### src/rtl/rqa_pkg.sv
package rqa_pkg;
   typedef enum logic [1:0] {
      M_IDLE = 2'd0,
      M_REQ  = 2'd1,
      M_BUSY = 2'd2
   } mst_st_e;

   function automatic logic [31:0] reg_default(input int unsigned idx, input logic [31:0] seed);
      return seed ^ (idx * 32'h0000_0111);
   endfunction
endpackage

### src/rtl/rqa_master_fsm.sv
module rqa_master_fsm
   import rqa_pkg::*;
(
   input  logic clk,
   input  logic rst_n,
   input  logic notice,
   input  logic want,
   input  logic gnt,
   input  logic stop,
   input  logic done,
   output logic req,
   output logic start,
   output logic quiet
);
   mst_st_e st_q, st_d;

   assign req   = (st_q == M_REQ) && !notice;
   assign start = req && gnt;
   assign quiet = (st_q != M_BUSY);

   always_comb begin
      st_d = st_q;
      unique case (st_q)
         M_IDLE: if (want && !notice) st_d = M_REQ;
         M_REQ: begin
            if (notice)     st_d = M_IDLE;
            else if (gnt)   st_d = M_BUSY;
         end
         M_BUSY: begin
            if (done)       st_d = M_IDLE;
            else if (stop)  st_d = notice ? M_IDLE : M_REQ;
         end
         default:           st_d = M_IDLE;
      endcase
   end

   always_ff @(posedge clk or negedge rst_n) begin
      if (!rst_n) st_q <= M_IDLE;
      else        st_q <= st_d;
   end
endmodule

### src/rtl/rqa_target_gate.sv
module rqa_target_gate (
   input  logic notice,
   input  logic hit,
   input  logic cfg,
   output logic claim,
   output logic quiet
);
   assign claim = hit && (!notice || cfg);
   assign quiet = !cfg;
endmodule

### src/rtl/rqa_irq_regs.sv
module rqa_irq_regs
   import rqa_pkg::*;
#(
   parameter int unsigned NUM_IRQ  = 4,
   parameter int unsigned NUM_REGS = 4,
   parameter int unsigned REG_W    = 16,
   parameter logic [31:0] DEF_SEED = 32'h0000_A5C3,
   localparam int unsigned ADDR_W  = (NUM_REGS > 1) ? $clog2(NUM_REGS) : 1
) (
   input  logic               clk,
   input  logic               rst_n,
   input  logic [NUM_IRQ-1:0] irq_evt,
   input  logic [NUM_IRQ-1:0] irq_ack,
   output logic [NUM_IRQ-1:0] irq_pend,
   output logic               irq_out,
   input  logic               wr_en,
   input  logic [ADDR_W-1:0]  wr_addr,
   input  logic [REG_W-1:0]   wr_data,
   input  logic               rd_en,
   input  logic [ADDR_W-1:0]  rd_addr,
   output logic [REG_W-1:0]   rd_data,
   output logic               rd_valid
);
   logic [NUM_REGS*REG_W-1:0] flat;

   always_ff @(posedge clk or negedge rst_n) begin
      if (!rst_n) irq_pend <= '0;
      else        irq_pend <= (irq_pend & ~irq_ack) | irq_evt;
   end
   assign irq_out = |irq_pend;

   for (genvar g = 0; g < NUM_REGS; g++) begin : g_reg
      localparam logic [31:0]      DEF32 = reg_default(g, DEF_SEED);
      localparam logic [REG_W-1:0] DEF   = DEF32[REG_W-1:0];
      logic [REG_W-1:0] q;
      always_ff @(posedge clk or negedge rst_n) begin
         if (!rst_n)                               q <= DEF;
         else if (wr_en && wr_addr == ADDR_W'(g))  q <= wr_data;
      end
      assign flat[g*REG_W +: REG_W] = q;
   end

   always_ff @(posedge clk or negedge rst_n) begin
      if (!rst_n) begin
         rd_data  <= '0;
         rd_valid <= 1'b0;
      end else begin
         rd_valid <= rd_en;
         if (rd_en) begin
            if (32'(rd_addr) < NUM_REGS) rd_data <= flat[rd_addr*REG_W +: REG_W];
            else                         rd_data <= '0;
         end
      end
   end
endmodule

### src/rtl/rqa_quiesce_top.sv
module rqa_quiesce_top #(
   parameter int unsigned NUM_IRQ  = 4,
   parameter int unsigned NUM_REGS = 4,
   parameter int unsigned REG_W    = 16,
   parameter logic [31:0] DEF_SEED = 32'h0000_A5C3,
   localparam int unsigned ADDR_W  = (NUM_REGS > 1) ? $clog2(NUM_REGS) : 1
) (
   input  logic               clk,
   input  logic               rst_n,
   input  logic               rst_notice,
   input  logic               mst_want,
   input  logic               mst_gnt,
   input  logic               mst_stop,
   input  logic               mst_done,
   output logic               mst_req,
   output logic               mst_start,
   input  logic               tgt_hit,
   input  logic               tgt_cfg,
   output logic               tgt_claim,
   output logic               rst_ready,
   input  logic [NUM_IRQ-1:0] irq_evt,
   input  logic [NUM_IRQ-1:0] irq_ack,
   output logic [NUM_IRQ-1:0] irq_pend,
   output logic               irq_out,
   input  logic               wr_en,
   input  logic [ADDR_W-1:0]  wr_addr,
   input  logic [REG_W-1:0]   wr_data,
   input  logic               rd_en,
   input  logic [ADDR_W-1:0]  rd_addr,
   output logic [REG_W-1:0]   rd_data,
   output logic               rd_valid
);
   if (NUM_IRQ < 1 || NUM_IRQ > 32) begin : g_bad_irq
      $error("NUM_IRQ must be 1..32");
   end
   if (NUM_REGS < 1 || NUM_REGS > 256) begin : g_bad_regs
      $error("NUM_REGS must be 1..256");
   end
   if (REG_W < 1 || REG_W > 32) begin : g_bad_w
      $error("REG_W must be 1..32");
   end

   logic ob_quiet, ib_quiet;

   rqa_master_fsm u_mst (
      .clk(clk), .rst_n(rst_n), .notice(rst_notice), .want(mst_want),
      .gnt(mst_gnt), .stop(mst_stop), .done(mst_done),
      .req(mst_req), .start(mst_start), .quiet(ob_quiet)
   );

   rqa_target_gate u_tgt (
      .notice(rst_notice), .hit(tgt_hit), .cfg(tgt_cfg),
      .claim(tgt_claim), .quiet(ib_quiet)
   );

   rqa_irq_regs #(
      .NUM_IRQ(NUM_IRQ), .NUM_REGS(NUM_REGS), .REG_W(REG_W), .DEF_SEED(DEF_SEED)
   ) u_regs (
      .clk(clk), .rst_n(rst_n), .irq_evt(irq_evt), .irq_ack(irq_ack),
      .irq_pend(irq_pend), .irq_out(irq_out),
      .wr_en(wr_en), .wr_addr(wr_addr), .wr_data(wr_data),
      .rd_en(rd_en), .rd_addr(rd_addr), .rd_data(rd_data), .rd_valid(rd_valid)
   );

   always_ff @(posedge clk or negedge rst_n) begin
      if (!rst_n) rst_ready <= 1'b0;
      else        rst_ready <= rst_ready | (rst_notice & ob_quiet & ib_quiet);
   end
endmodule

### config.mk
export PLATFORM = sky130hd
export DESIGN_NAME = rqa_quiesce_top
export DESIGN_NICKNAME = d
export VERILOG_FILES = /design/src/rtl/rqa_pkg.sv /design/src/rtl/rqa_master_fsm.sv /design/src/rtl/rqa_target_gate.sv /design/src/rtl/rqa_irq_regs.sv /design/src/rtl/rqa_quiesce_top.sv
export SDC_FILE = /design/constraint.sdc
export NUM_CORES = 1
export LEC_CHECK = 0
export ABC_AREA = 1
export BUFFER_PORTS_ARGS = -buffer_cell sky130_fd_sc_hd__buf_2
export CAP_MARGIN = 20
export CORE_ASPECT_RATIO = 1.75
export CORE_MARGIN = 2
export CORE_UTILIZATION = 31
export DETAILED_ROUTE_END_ITERATION = 16
export MAX_ROUTING_LAYER = met4
export SLEW_MARGIN = 15
export SYNTH_ARGS = -nofsm -noshare
export SYNTH_HDL_FRONTEND = slang
export SYNTH_SLANG_ARGS = --single-unit
### constraint.sdc
create_clock -name clk -period 1.22 [get_ports clk]
set_input_delay 0.183 -clock clk [delete_from_list [all_inputs] [get_ports clk]]
set_output_delay 0.183 -clock clk [all_outputs]
set_load 0.01 [all_outputs]
[After elaboration in Yosys (flattened, before gate mapping)]
Cells that the tools add are included.
Storage, ports and cells
  register bits after elaboration: 88
  output and inout port bits: 26
  word-level logic and storage cells: 47
Operators by class
  equality and inequality tests: 9
  shift operators: 1
  multiplexer cells: 7
  bitwise operators: 6
  reductions and logical operators: 15
Operators by type and width (number)
  64-bit by 7-bit variable part select with 16-bit output: 1
  2-bit two-way mux: 5
  1-bit logical AND: 8
  2-bit equality test (second input constant): 3
  3-bit != test (second input constant): 2
  2-bit one-hot mux with 3 select lines: 1
  4-bit AND: 1
  2-bit by 1-bit equality test with 1-bit output (second input constant): 2
  2-bit zero test: 2
  4-bit inverter: 1
  4-bit bitwise OR: 1
  4-bit OR reduction: 1
  3-bit AND reduction: 1
  1-bit AND: 2
  1-bit zero test: 2
  2-bit by 1-bit != test with 1-bit output (second input constant): 1
  2-bit != test (second input constant): 1
  1-bit logical OR: 1
  1-bit two-way mux: 1
  1-bit bitwise OR: 1

[Depth between registers and ports, before layout]
  depth after elaboration: 4
  depth in mapped cells: 8
  gate-level depth less buffers: 6

[By module]
A second synthesis with hierarchy kept.
Second synthesis, totals
  cell total of the unflattened synthesis: 526
  area total of the unflattened synthesis: 4297.9 um^2
By module, submodules not included
  rqa_irq_regs: instances 1, cells an instance 496, area each 4100.2 um^2, sequential area each 2167.1 um^2
  rqa_master_fsm: instances 1, cells an instance 23, area each 143.9 um^2, sequential area each 50.0 um^2
  rqa_quiesce_top: instances 1, cells an instance 4, area each 37.5 um^2, sequential area each 25.0 um^2
  rqa_target_gate: instances 1, cells an instance 3, area each 16.3 um^2, sequential area each 0.0 um^2

[Worst setup path after synthesis]
OpenSTA, ideal clock, no wires.
  kind: register to output
  from: register u_mst.st_q[1]
  to: output port mst_start
  arrival: 692 ps
  required time: 1037 ps
  slack: 345 ps
  cell stages (with the launch flop): 4
  path buffers: 0
  path through: dfrtp_1 inv_1 nand3_1 nor2_1
Between the ends
  longest elaborated chain between the ends: 3
RTL lines
  start: declaration: line rqa_master_fsm.sv:15  | mst_st_e st_q, st_d;
  start signal: assignment: line rqa_master_fsm.sv:39  | else st_q <= st_d;
  2-bit by 1-bit equality test with 1-bit output: line rqa_master_fsm.sv:17  | assign req = (st_q == M_REQ) && !notice;
  1-bit logical AND: line rqa_master_fsm.sv:17
  1-bit logical AND: line rqa_master_fsm.sv:18  | assign start = req && gnt;
  end: declaration: line rqa_quiesce_top.sv:16  | output logic mst_start,
Every way passes these cells.

[Worst setup path after layout]
Ends and elaborated chain as after synthesis.

==> results.cfg <==
[outcome]
status = complete, but fails checks
violations = setup timing

[sta]
skew_ns = 0.00695
worstMarginPinSlew_ns = 0.597
fin_crit_sh = 1.05
fin_crit_ns = 1.28
holdWs_ns = 0.00785
max_freq_ghz = 0.779
setup_violations = 2
slew_viol_final = 0
rsz0062_at_grt = yes
setup_ws_ns = -0.0636
hold_violations = 0
slew_headroom = 0.601

[layout]
drive_gt1_frac = 0.273
multi_input_area_um2 = 1450
fillers = 1430
final-instance-count-excl-fill = 767
final-seq-area_um2 = 2240
area_growth_pct = 19.6
mostFrequentLayoutCell = nand2_1
layout_common_cells = 198 x nand2_1, 87 x inv_1, 62 x buf_2, 56 x dfrtp_1, 41 x o21ai_1
nets = 628
antenna_cells = 0

[yosys]
synth.yosys.seq_area_share = 0.526
synthDistinctLibCells = 19
ys_seq_elements = 88
synth_area_leaders = dfrtp_1 33%, dfstp_2 20%, nand2_1 17%
avgSynthCellArea_um2 = 8.19
yosysWarnings = 0
syn_area_um2 = 4270
synth_top_area_frac = 0.329
yosysTopAreaCell = dfrtp_1
synthesis.nets = 560
syn-instance-count = 521

[clocking]
clockBufferDepth = 2
cts_max_level = 3
root_buffer = clkbuf_16
cts_buffers = 9
cts.sinks = 88
path_clk_slew_ns = 0.06
clock_latency_ns = 0.34
cts_tree = built

[flow_run]
maxCapViolCount = 0

[setup_path]
worstPathRequired_ns = 1.04
path_class = reg -> out
critical_path.max_fanout = 3
slowest_stage = dfrtp_1
worstPathCellList = inv_2 -> nand3_4 -> nor2_1 -> buf_2
max_stage_delay_ns = 0.38
cp-end-kind = output pin
critPathArrivalTime_ns = 1.10
crit_path_start_kind = register

[global_route]
overflow = 0
gr-usage-met2 = 0.263
grt_use_met3 = 0.0251
grt_busiest_layer = met2
antenna_found_initial = 0
grt_pass1_vias = 3450
grt_pass1_wl_mm = 16.3
grt_max_degree = 57
track_usage = 0.144
grt_util_met1 = 0.151

[die]
num_io_pins = 65
dieArea_um2 = 14800
initial_core_util = 0.317
die_w_um = 92.7
die_h_um = 159
fp.coreArea_um2 = 13500
rows = 56

[worst_hold_path]
hold_class = in -> reg

[pwr]
p_leak_nw = 2.73
peakVddDrop_mv = 0.704
power_w = 0.00790
power_density_nw_per_um2 = 1550

[drt]
vias = 3339
first_pass_iters = 5
viasPerCell = 4.35
post_drt_wl_per_cell_um = 12.4
drt_iter0_drc = 222
drc = 0
detail-route-antenna-nets = 0
totalWireLength_mm = 9.54

[placed_design]
place_worst_setup_slack_ns = 0.143
place_hpwl_mm = 6.37
portBuffers = 64
place.gp.congestion = 0.759
dp.cells = 743
## through the flow
step                      setup TNS [ns]  cell area, µm²   util
after floorplan                        0            4270      -
after global routing              -0.207            5100  0.379
after CTS                         -0.126            5040  0.375
after detailed placement               0            4720  0.351
after global placement                 0            4720  0.351
final                            -0.0769            5100  0.379
## layout make-up
class,count,area share
clock buffers,12,0.0483
multi-input cells,313,0.284
flip-flops and latches,88,0.440
repair buffers,82,0.106
inverters,95,0.0704
well taps,174,0.0427
clock inverters,3,0.00834
## state kept, by name, indices dropped and copies added (netlist names)
signal	count
u_regs.irq_pend	4
rst_ready	1
u_mst.st_q	2
u_regs.rd_data	16
u_regs.g.q	64
u_regs.rd_valid	1
## synth_stat cells (all sizes together)
library cell and n:
dfstp 32, nand4 1, inv 95, o21bai 5, a21boi 1, a21oi 1, buf 25, nor2 3
nand3 38, dfrtp 56, nand2 198, o21ai 66
## report_power, final
group	switching (W)	internal (W)
combinational	0.000830	0.000612
sequential	0.000260	0.00349
clock	0.00108	0.00163
total	0.00217	0.00573
## per-layer routing
layer | routed length (µm) | vias to the layer above
met5 | 0 | -
met4 | 195 | 0
met3 | 264 | 9
met2 | 5470 | 46
met1 | 3610 | 1567
li1 | - | 1717
## kinds of logic after synthesis
| group | Yosys count | synth area share |
|---|---|---|
| and+or+nand+nor | 240 | 0.228 |
| DFF | 88 | 0.526 |
| AOI/OAI and AO/OA | 73 | 0.109 |
| buffers and inverters | 120 | 0.137 |
## worst paths after layout
path	start	endpoint	slack [ns]	cells after the start
max	u_mst.st_q[1]$_DFFE_PN0P_	mst_start	-0.06	4
min	irq_ack[3]	u_regs.irq_pend[3]$_DFF_PN0_	0.008	2
max reg2reg	u_mst.st_q[1]$_DFFE_PN0P_	u_mst.st_q[0]$_DFFE_PN0P_	0.14	7
min reg2reg	u_regs.g_reg[1].q[15]$_DFFE_PN1P_	u_regs.g_reg[1].q[15]$_DFFE_PN1P_	0.47	2
max in group asynchronous	rst_n	u_regs.g_reg[3].q[9]$_DFFE_PN1P_	0.43	3
min in group asynchronous	rst_n	rst_ready$_DFF_PN0_	0.19	2
## what timing repair did
action                                  CTS  global route
pin swaps                                 0             1
resized for setup                         4             5
hold endpoints to repair                 57             0
setup buffers                             2             6
endpoints found under the setup margin    3             3
hold buffers                              1             0
## critical path: cells and delay by family, from the launching register on
| kind | cells | cell delay [ns] |
|---|---|---|
| DFF | 1 | 0.38 |
| buffers and inverters | 2 | 0.21 |
| and+or+nand+nor | 2 | 0.16 |
(Power assumes the default switching activity.)
